<file path="src/rtl/bringup_pkg.sv">
package bringup_pkg;

    typedef enum logic [2:0] {
        ST_IDLE,
        ST_WAIT_PWR,
        ST_SOFT_RST,
        ST_CFG,
        ST_STBY_EXIT,
        ST_CORE_RST,
        ST_OUT_EN,
        ST_FINISH
    } seq_state_t;

    // Register addresses of the fixed steps (order of use is behaviour)
    localparam logic [7:0] REG_SOFT_RST = 8'h10;
    localparam logic [7:0] REG_POWER    = 8'h00;
    localparam logic [7:0] REG_CORE_RST = 8'h14;
    localparam logic [7:0] REG_OUT_CTL  = 8'h11;

endpackage

</file>
<file path="src/rtl/bringup_sync.sv">
module bringup_sync #(
    parameter int WIDTH = 2
) (
    input  logic             clk,
    input  logic             rst,
    input  logic [WIDTH-1:0] d,
    output logic [WIDTH-1:0] q
);

    logic [WIDTH-1:0] stage1;
    logic [WIDTH-1:0] stage2;

    always_ff @(posedge clk) begin
        if (rst) begin
            stage1 <= '0;
            stage2 <= '0;
        end else begin
            stage1 <= d;
            stage2 <= stage1;
        end
    end

    assign q = stage2;

endmodule

</file>
<file path="src/rtl/bringup_cfg_table.sv">
module bringup_cfg_table #(
    parameter int ADDR_W = 8,
    parameter int DATA_W = 16,
    parameter int DEPTH  = 8,
    parameter int IDX_W  = $clog2(DEPTH)
) (
    input  logic              clk,
    input  logic              we,
    input  logic [IDX_W-1:0]  widx,
    input  logic [ADDR_W-1:0] waddr,
    input  logic [DATA_W-1:0] wdata,
    input  logic [IDX_W-1:0]  ridx,
    output logic [ADDR_W-1:0] raddr,
    output logic [DATA_W-1:0] rdata
);

    logic [ADDR_W-1:0] ent_addr [DEPTH];
    logic [DATA_W-1:0] ent_data [DEPTH];

    for (genvar i = 0; i < DEPTH; i++) begin : g_entry
        always_ff @(posedge clk) begin
            if (we && (widx == IDX_W'(i))) begin
                ent_addr[i] <= waddr;
                ent_data[i] <= wdata;
            end
        end
    end

    always_comb begin
        raddr = '0;
        rdata = '0;
        for (int j = 0; j < DEPTH; j++) begin
            if (ridx == IDX_W'(j)) begin
                raddr = ent_addr[j];
                rdata = ent_data[j];
            end
        end
    end

endmodule

</file>
<file path="src/rtl/bringup_fsm.sv">
module bringup_fsm
    import bringup_pkg::*;
#(
    parameter int ADDR_W = 8,
    parameter int DATA_W = 16,
    parameter int DEPTH  = 8,
    parameter int IDX_W  = $clog2(DEPTH),
    parameter int LEN_W  = $clog2(DEPTH + 1)
) (
    input  logic              clk,
    input  logic              rst,
    input  logic              start,
    input  logic              pwr_ok,
    input  logic [LEN_W-1:0]  cfg_len,
    input  logic [ADDR_W-1:0] tbl_raddr,
    input  logic [DATA_W-1:0] tbl_rdata,
    output logic [IDX_W-1:0]  tbl_ridx,
    output logic              wr_valid,
    output logic [ADDR_W-1:0] wr_addr,
    output logic [DATA_W-1:0] wr_data,
    input  logic              wr_ready,
    output logic              busy,
    output logic              done
);

    localparam logic [LEN_W-1:0] LEN_MAX = LEN_W'(DEPTH);
    localparam logic [DATA_W-1:0] ONE    = DATA_W'(1);

    seq_state_t       state_q, state_d;
    logic [IDX_W-1:0] idx_q, idx_d;
    logic [LEN_W-1:0] len_q, len_d;
    logic             accept;
    logic             last_entry;

    assign accept     = wr_valid && wr_ready;
    assign last_entry = (LEN_W'(idx_q) == (len_q - LEN_W'(1)));

    // State register
    always_ff @(posedge clk) begin
        if (rst) begin
            state_q <= ST_IDLE;
            idx_q   <= '0;
            len_q   <= '0;
        end else begin
            state_q <= state_d;
            idx_q   <= idx_d;
            len_q   <= len_d;
        end
    end

    // Next-state logic
    always_comb begin
        state_d = state_q;
        idx_d   = idx_q;
        len_d   = len_q;
        unique case (state_q)
            ST_IDLE: begin
                if (start) begin
                    len_d   = (cfg_len > LEN_MAX) ? LEN_MAX : cfg_len;
                    idx_d   = '0;
                    state_d = ST_WAIT_PWR;
                end
            end
            ST_WAIT_PWR: begin
                if (pwr_ok) state_d = ST_SOFT_RST;
            end
            ST_SOFT_RST: begin
                if (accept) begin
                    idx_d   = '0;
                    state_d = (len_q == '0) ? ST_STBY_EXIT : ST_CFG;
                end
            end
            ST_CFG: begin
                if (accept) begin
                    if (last_entry) state_d = ST_STBY_EXIT;
                    else            idx_d   = idx_q + IDX_W'(1);
                end
            end
            ST_STBY_EXIT: begin
                if (accept) state_d = ST_CORE_RST;
            end
            ST_CORE_RST: begin
                if (accept) state_d = ST_OUT_EN;
            end
            ST_OUT_EN: begin
                if (accept) state_d = ST_FINISH;
            end
            ST_FINISH: begin
                state_d = ST_IDLE;
            end
        endcase
    end

    // Output decode
    always_comb begin
        wr_valid = 1'b0;
        wr_addr  = '0;
        wr_data  = '0;
        done     = 1'b0;
        busy     = (state_q != ST_IDLE);
        tbl_ridx = idx_q;
        unique case (state_q)
            ST_IDLE, ST_WAIT_PWR: begin
                wr_valid = 1'b0;
            end
            ST_SOFT_RST: begin
                wr_valid = 1'b1;
                wr_addr  = ADDR_W'(REG_SOFT_RST);
                wr_data  = ONE;
            end
            ST_CFG: begin
                wr_valid = 1'b1;
                wr_addr  = tbl_raddr;
                wr_data  = tbl_rdata;
            end
            ST_STBY_EXIT: begin
                wr_valid = 1'b1;
                wr_addr  = ADDR_W'(REG_POWER);
                wr_data  = '0;
            end
            ST_CORE_RST: begin
                wr_valid = 1'b1;
                wr_addr  = ADDR_W'(REG_CORE_RST);
                wr_data  = ONE;
            end
            ST_OUT_EN: begin
                wr_valid = 1'b1;
                wr_addr  = ADDR_W'(REG_OUT_CTL);
                wr_data  = ONE;
            end
            ST_FINISH: begin
                done = 1'b1;
            end
        endcase
    end

    // Request held under backpressure
    assert_hold_request_R8: assert property (@(posedge clk) disable iff (rst)
        (wr_valid && !wr_ready) |=> (wr_valid && $stable(wr_addr) && $stable(wr_data)));

    // A sequence always opens with the soft reset write
    assert_first_write_R3: assert property (@(posedge clk) disable iff (rst)
        $rose(wr_valid) |-> (wr_addr == ADDR_W'(REG_SOFT_RST) && wr_data == ONE));

    // done is a single-cycle pulse
    assert_done_pulse_R9: assert property (@(posedge clk) disable iff (rst)
        done |=> !done);

    // done follows acceptance of the output-enable write
    assert_done_after_outen_R7: assert property (@(posedge clk) disable iff (rst)
        done |-> $past(wr_valid && wr_ready && wr_addr == ADDR_W'(REG_OUT_CTL)));

    // A running sequence is not restarted or dropped by start
    assert_busy_kept_R10: assert property (@(posedge clk) disable iff (rst)
        (busy && !done) |=> busy);

    // Table index stays inside the captured length
    assert_index_bound_R4: assert property (@(posedge clk) disable iff (rst)
        (state_q == ST_CFG) |-> (LEN_W'(idx_q) < len_q));

endmodule

</file>
<file path="src/rtl/bringup_seq.sv">
module bringup_seq #(
    parameter int ADDR_W    = 8,
    parameter int DATA_W    = 16,
    parameter int CFG_DEPTH = 8,
    parameter int IDX_W     = $clog2(CFG_DEPTH),
    parameter int LEN_W     = $clog2(CFG_DEPTH + 1)
) (
    input  logic              clk,
    input  logic              rst,
    input  logic              start,
    input  logic              supply_ok,
    input  logic              clkin_ok,
    input  logic              tbl_we,
    input  logic [IDX_W-1:0]  tbl_idx,
    input  logic [ADDR_W-1:0] tbl_addr,
    input  logic [DATA_W-1:0] tbl_data,
    input  logic [LEN_W-1:0]  cfg_len,
    output logic              wr_valid,
    output logic [ADDR_W-1:0] wr_addr,
    output logic [DATA_W-1:0] wr_data,
    input  logic              wr_ready,
    output logic              busy,
    output logic              done
);

    logic [1:0]        pwr_sync;
    logic              pwr_ok;
    logic [IDX_W-1:0]  rd_idx;
    logic [ADDR_W-1:0] rd_addr;
    logic [DATA_W-1:0] rd_data;

    bringup_sync #(.WIDTH(2)) u_sync (
        .clk (clk),
        .rst (rst),
        .d   ({supply_ok, clkin_ok}),
        .q   (pwr_sync)
    );

    assign pwr_ok = &pwr_sync;

    bringup_cfg_table #(
        .ADDR_W (ADDR_W),
        .DATA_W (DATA_W),
        .DEPTH  (CFG_DEPTH),
        .IDX_W  (IDX_W)
    ) u_table (
        .clk   (clk),
        .we    (tbl_we),
        .widx  (tbl_idx),
        .waddr (tbl_addr),
        .wdata (tbl_data),
        .ridx  (rd_idx),
        .raddr (rd_addr),
        .rdata (rd_data)
    );

    bringup_fsm #(
        .ADDR_W (ADDR_W),
        .DATA_W (DATA_W),
        .DEPTH  (CFG_DEPTH),
        .IDX_W  (IDX_W),
        .LEN_W  (LEN_W)
    ) u_fsm (
        .clk       (clk),
        .rst       (rst),
        .start     (start),
        .pwr_ok    (pwr_ok),
        .cfg_len   (cfg_len),
        .tbl_raddr (rd_addr),
        .tbl_rdata (rd_data),
        .tbl_ridx  (rd_idx),
        .wr_valid  (wr_valid),
        .wr_addr   (wr_addr),
        .wr_data   (wr_data),
        .wr_ready  (wr_ready),
        .busy      (busy),
        .done      (done)
    );

endmodule

</file>
<file path="config.mk">
export PLATFORM = sky130hd
export DESIGN_NAME = bringup_seq
export DESIGN_NICKNAME = d
export VERILOG_FILES = /design/src/rtl/bringup_pkg.sv /design/src/rtl/bringup_sync.sv /design/src/rtl/bringup_cfg_table.sv /design/src/rtl/bringup_fsm.sv /design/src/rtl/bringup_seq.sv
export SDC_FILE = /design/constraint.sdc
export NUM_CORES = 1
export LEC_CHECK = 0
export BUFFER_PORTS_ARGS = -buffer_cell sky130_fd_sc_hd__buf_2
export CORE_MARGIN = 3
export CORE_UTILIZATION = 50
export DETAILED_ROUTE_END_ITERATION = 10
export GPL_TIMING_DRIVEN = 0
export PLACE_DENSITY = 0.68
export SLEW_MARGIN = 20
export SYNTH_ARGS = -nofsm -noshare
export SYNTH_HDL_FRONTEND = slang
export SYNTH_SLANG_ARGS = --single-unit
</file>
<file path="constraint.sdc">
create_clock -name clk -period 3.41 [get_ports clk]
set_clock_uncertainty 0.15 [all_clocks]
set_input_delay 0.5115 -clock clk [delete_from_list [all_inputs] [get_ports clk]]
set_output_delay 0.5115 -clock clk [all_outputs]
set_load 0.02 [all_outputs]
</file>
==> impl_summary.txt <==
----------------------------------------------------
[CTS]
  Clock-pin slew on the worst setup and hold paths ... 0.06 ns
  Bufs on Longest Clock Path ... 3
  Root buffer cell ... clkbuf_16
  Sink count of the clock tree ... 206
  Setup bufs post-CTS ... 0
  CTS H-tree depth ... 1
  Insertion delay of the later-clocked pin in the worst-skew pair ... 0.49 ns
  Number of buffers added by the clock tree synthesis step ... 22
  Count of hold buffers inserted by post-cts repair ... 0
  TritonCTS clock tree ... built

[Layout]
  Area of all placed cells without fillers ... 10100 um^2
  Layout net count ... 729
  Area growth from synthesis to layout ... 18.9%
  Final cell utilization of the core ... 62.2%
  Antenna cells ... 0
  Share of cells above drive strength 1 ... 25.1%

[Routing]
  Detailed-routed wire length on met3 ... 1780 um
  Number of DRC violations after detailed-routing iteration 0 ... 528
  DRC Markers ... 0
  Routed WL ... 20800 um
  WL per Instance ... 22.8 um
  Met1 layer wirelength in the final routing ... 8500 um
  Detailed-router iteration count before antenna repair ... 5
  Number of nets with antenna violations after routing ... 0
  Met2 Wirelength ... 10000 um
  Uppermost layer routed ... met4
  Count of vias placed by the detailed router ... 5598
  Detail-routed via count per cell ... 6.15

[Synth]
  Synthesized netlist net count ... 631
  Post-synth top area cell ... edfxtp_1
  Share of the synthesized area in the top cell type ... 68.0%
  Post-Syn Instances ... 582
  Cell types with the largest area share after synthesis ... edfxtp_1 68%, a22oi_1 3.9%, dfxtp_1 3.3%
  Sequential element share of the synthesized area ... 71.3%
  Post-Synthesis Cell Area ... 8480 um^2
  Most frequent cell after synthesis ... edfxtp_1
  Most frequently used flop master after synthesis ... edfxtp_1
  Async S/R FF share, synth ... 0%
  Post-synthesis average cell area ... 14.6 um^2
  Post-synth EDFFs ... 192
  Number of distinct library cell variants in the gate-level netlist after synthesis ... 55
  Ranking of synthesized cells by instance count ... 192 x edfxtp_1, 44 x a22oi_1, 44 x o22ai_1, 34 x nand2_1, 24 x a221oi_1
  #FFs+latches synth ... 206
  Yosys Warn Count ... 0

[Setup path]
  Maximum single-stage delay on the critical path ... 0.40 ns
  Critical path class ... reg -> out
  Worst Path Required ... 2.75 ns
  Worst endpoint data arrival time ... 2.64 ns
  Critical-path maximum fanout ... 8
  Critical register-to-register path startpoint ... u_fsm.state_q[1]$_SDFFE_PP0P_
  Element type at the critical path start ... register
  List of cells traversed by the critical path ... inv_1 -> ha_1 -> nand3_4 -> a211o_1 -> a21o_1 -> o22ai_1 -> buf_2
  Worst setup path startpoint ... u_fsm.state_q[2]$_SDFFE_PP0P_
  Slowest cell on crit path ... a211o_1
  Critical Path End Type ... output pin

[Timing]
  Pin slew with the least headroom to its limit ... 0.726 ns
  Hold violation count in the final report ... 0
  Setup-failing EPs final ... 0
  Number of pins with negative max-slew slack in the final report ... 0
  Upper clock frequency limit ... 303 MHz
  Min Clock Period, post-route ... 3.30 ns
  Setup TNS after final layout ... 0 ns
  Slew Limit Headroom ... 51.6%
  Fin Hold WS ... 0.0760 ns
  Final period utilization ... 96.9%

[Global routing]
  All-Layer GR Usage ... 22.5%
  Remaining Overflow, GRT ... 0
  Wire length of the first global-routing pass ... 31600 um
  Initial antenna violation count ... 0
  Maximum number of pins on one net before global-route repair ... 18
  Number of global-route vias before repair ... 5570

[Power]
  Maximum vdd ir drop ... 487 uV
  Standby leakage power ... 3.46 nW
  Post-route total power ... 5.33 mW
  Pwr/cell area ... 528 nW/um^2

[Die]
  Width of the die ... 136 um
  Die Outline Area ... 18600 um^2
  Core ar. ... 16200 um^2
  Y dimension of the die ... 136 um
  Cell Rows ... 46
  Effective utilization at floorplan ... 52.3%
  Number of top-level design ports ... 65

[Worst hold path]
  Min-delay src ... supply_ok
  Class of the most critical hold timing path ... in -> reg

[Run status]
  Status ... finished, final reports clean

[Run]
  Number of maximum-capacitance constraint violations ... 0

[Place]
  Routability congestion estimate from global placement ... 0.838
  Placed wire-length estimate after detailed placement ... 13500 um
  Number of buffers added on ports ... 63
  Area of placed instances ... 9340 um^2

----------------------------------------------------
[power breakdown]
part | leakage (nW) | internal [mW] | switching [mW] | total [mW]
sequential | 1.86 | 2.85 | 0.0284 | 2.88
clock | 0.322 | 1.26 | 0.927 | 2.18
combinational | 1.28 | 0.0971 | 0.170 | 0.267
[flip-flops by register name (all words and copies together) (netlist names)]
name,flops
u_table.ent_data,128
u_table.ent_addr,64
u_fsm.len_q,4
u_fsm.state_q,3
u_fsm.tbl_ridx,3
u_sync.q,2
u_sync.stage1,2
[timing repair]
item | 4_1_cts | 5_1_grt
setup endpoints to repair | 20 | 24
resized for setup | 13 | 25
pin swaps | 0 | 1
hold endpoints to repair | 0 | 0
[layout by cell type, fill, tap and decap left out, types with 7 or more instances in the layout]
cell and instances:
a21o_1 22, a21oi_1 8, a221oi_1 18, a221oi_2 8
a22oi_1 44, buf_2 71, buf_4 8, clkbuf_1 7
clkbuf_16 22, clkbuf_2 13, dfxtp_1 12, edfxtp_1 192
ha_1 9, inv_1 12, nand2_1 34, nand2b_1 9
nand3_1 8, nor2_1 12, o21ai_0 7, o21ai_1 23
o22ai_1 43
[cell families after synthesis]
logic type	share of synthesized area, %
buf+inv	2.96
simple gates	6.21
mux	0.236
fa+ha+maj	1.76
flops	71.3
xor+xnor	0.413
compound gates	17.2
[area by class of cell]
cell class / count / area, um^2
buffer: 38 / 218
sequential: 206 / 6050
tap: 216 / 270
timing repair buffer: 75 / 529
multi-input combinational: 321 / 2300
fill: 1231 / 6140
clock buffer: 24 / 558
clock inverter: 14 / 105
inverter: 16 / 60.1
[critical path: cells and delay by family, from the launching register on]
family          cells  cell delay (ns)
fa+ha+maj           1             0.35
buf+inv             2             0.42
flops               1             0.39
simple gates        1             0.19
compound gates      3             0.78
[metal layers]
metal  vias up  global-route usage, %
met3        39                   4.18
met4         0                   7.00
met5         -                      0
met1      2732                   30.8
met2       288                   36.8
li1       2539                      -
[final timing paths]
check / to / slack (ns) / depth (start not counted)
worst min-delay path: u_sync.stage1[1]$_SDFF_PP0_ / 0.08 / 2
worst min register to register: u_sync.q[1]$_SDFF_PP0_ / 0.28 / 1
worst max register to register: u_fsm.state_q[0]$_SDFFE_PP0P_ / 1.02 / 8
worst max-delay path: wr_addr[3] / 0.11 / 7
[stage by stage]
stage / cells / setup WS (ns)
2_1_floorplan: 582 / 0.463
3_3_place_gp: 861 / -1.03
3_5_place_dp: 873 / 0.232
4_1_cts: 910 / 0.00384
5_1_grt: 910 / -0.00280
6_report: 910 / 0.107
Note: power is estimated with default switching activity, not from simulation.
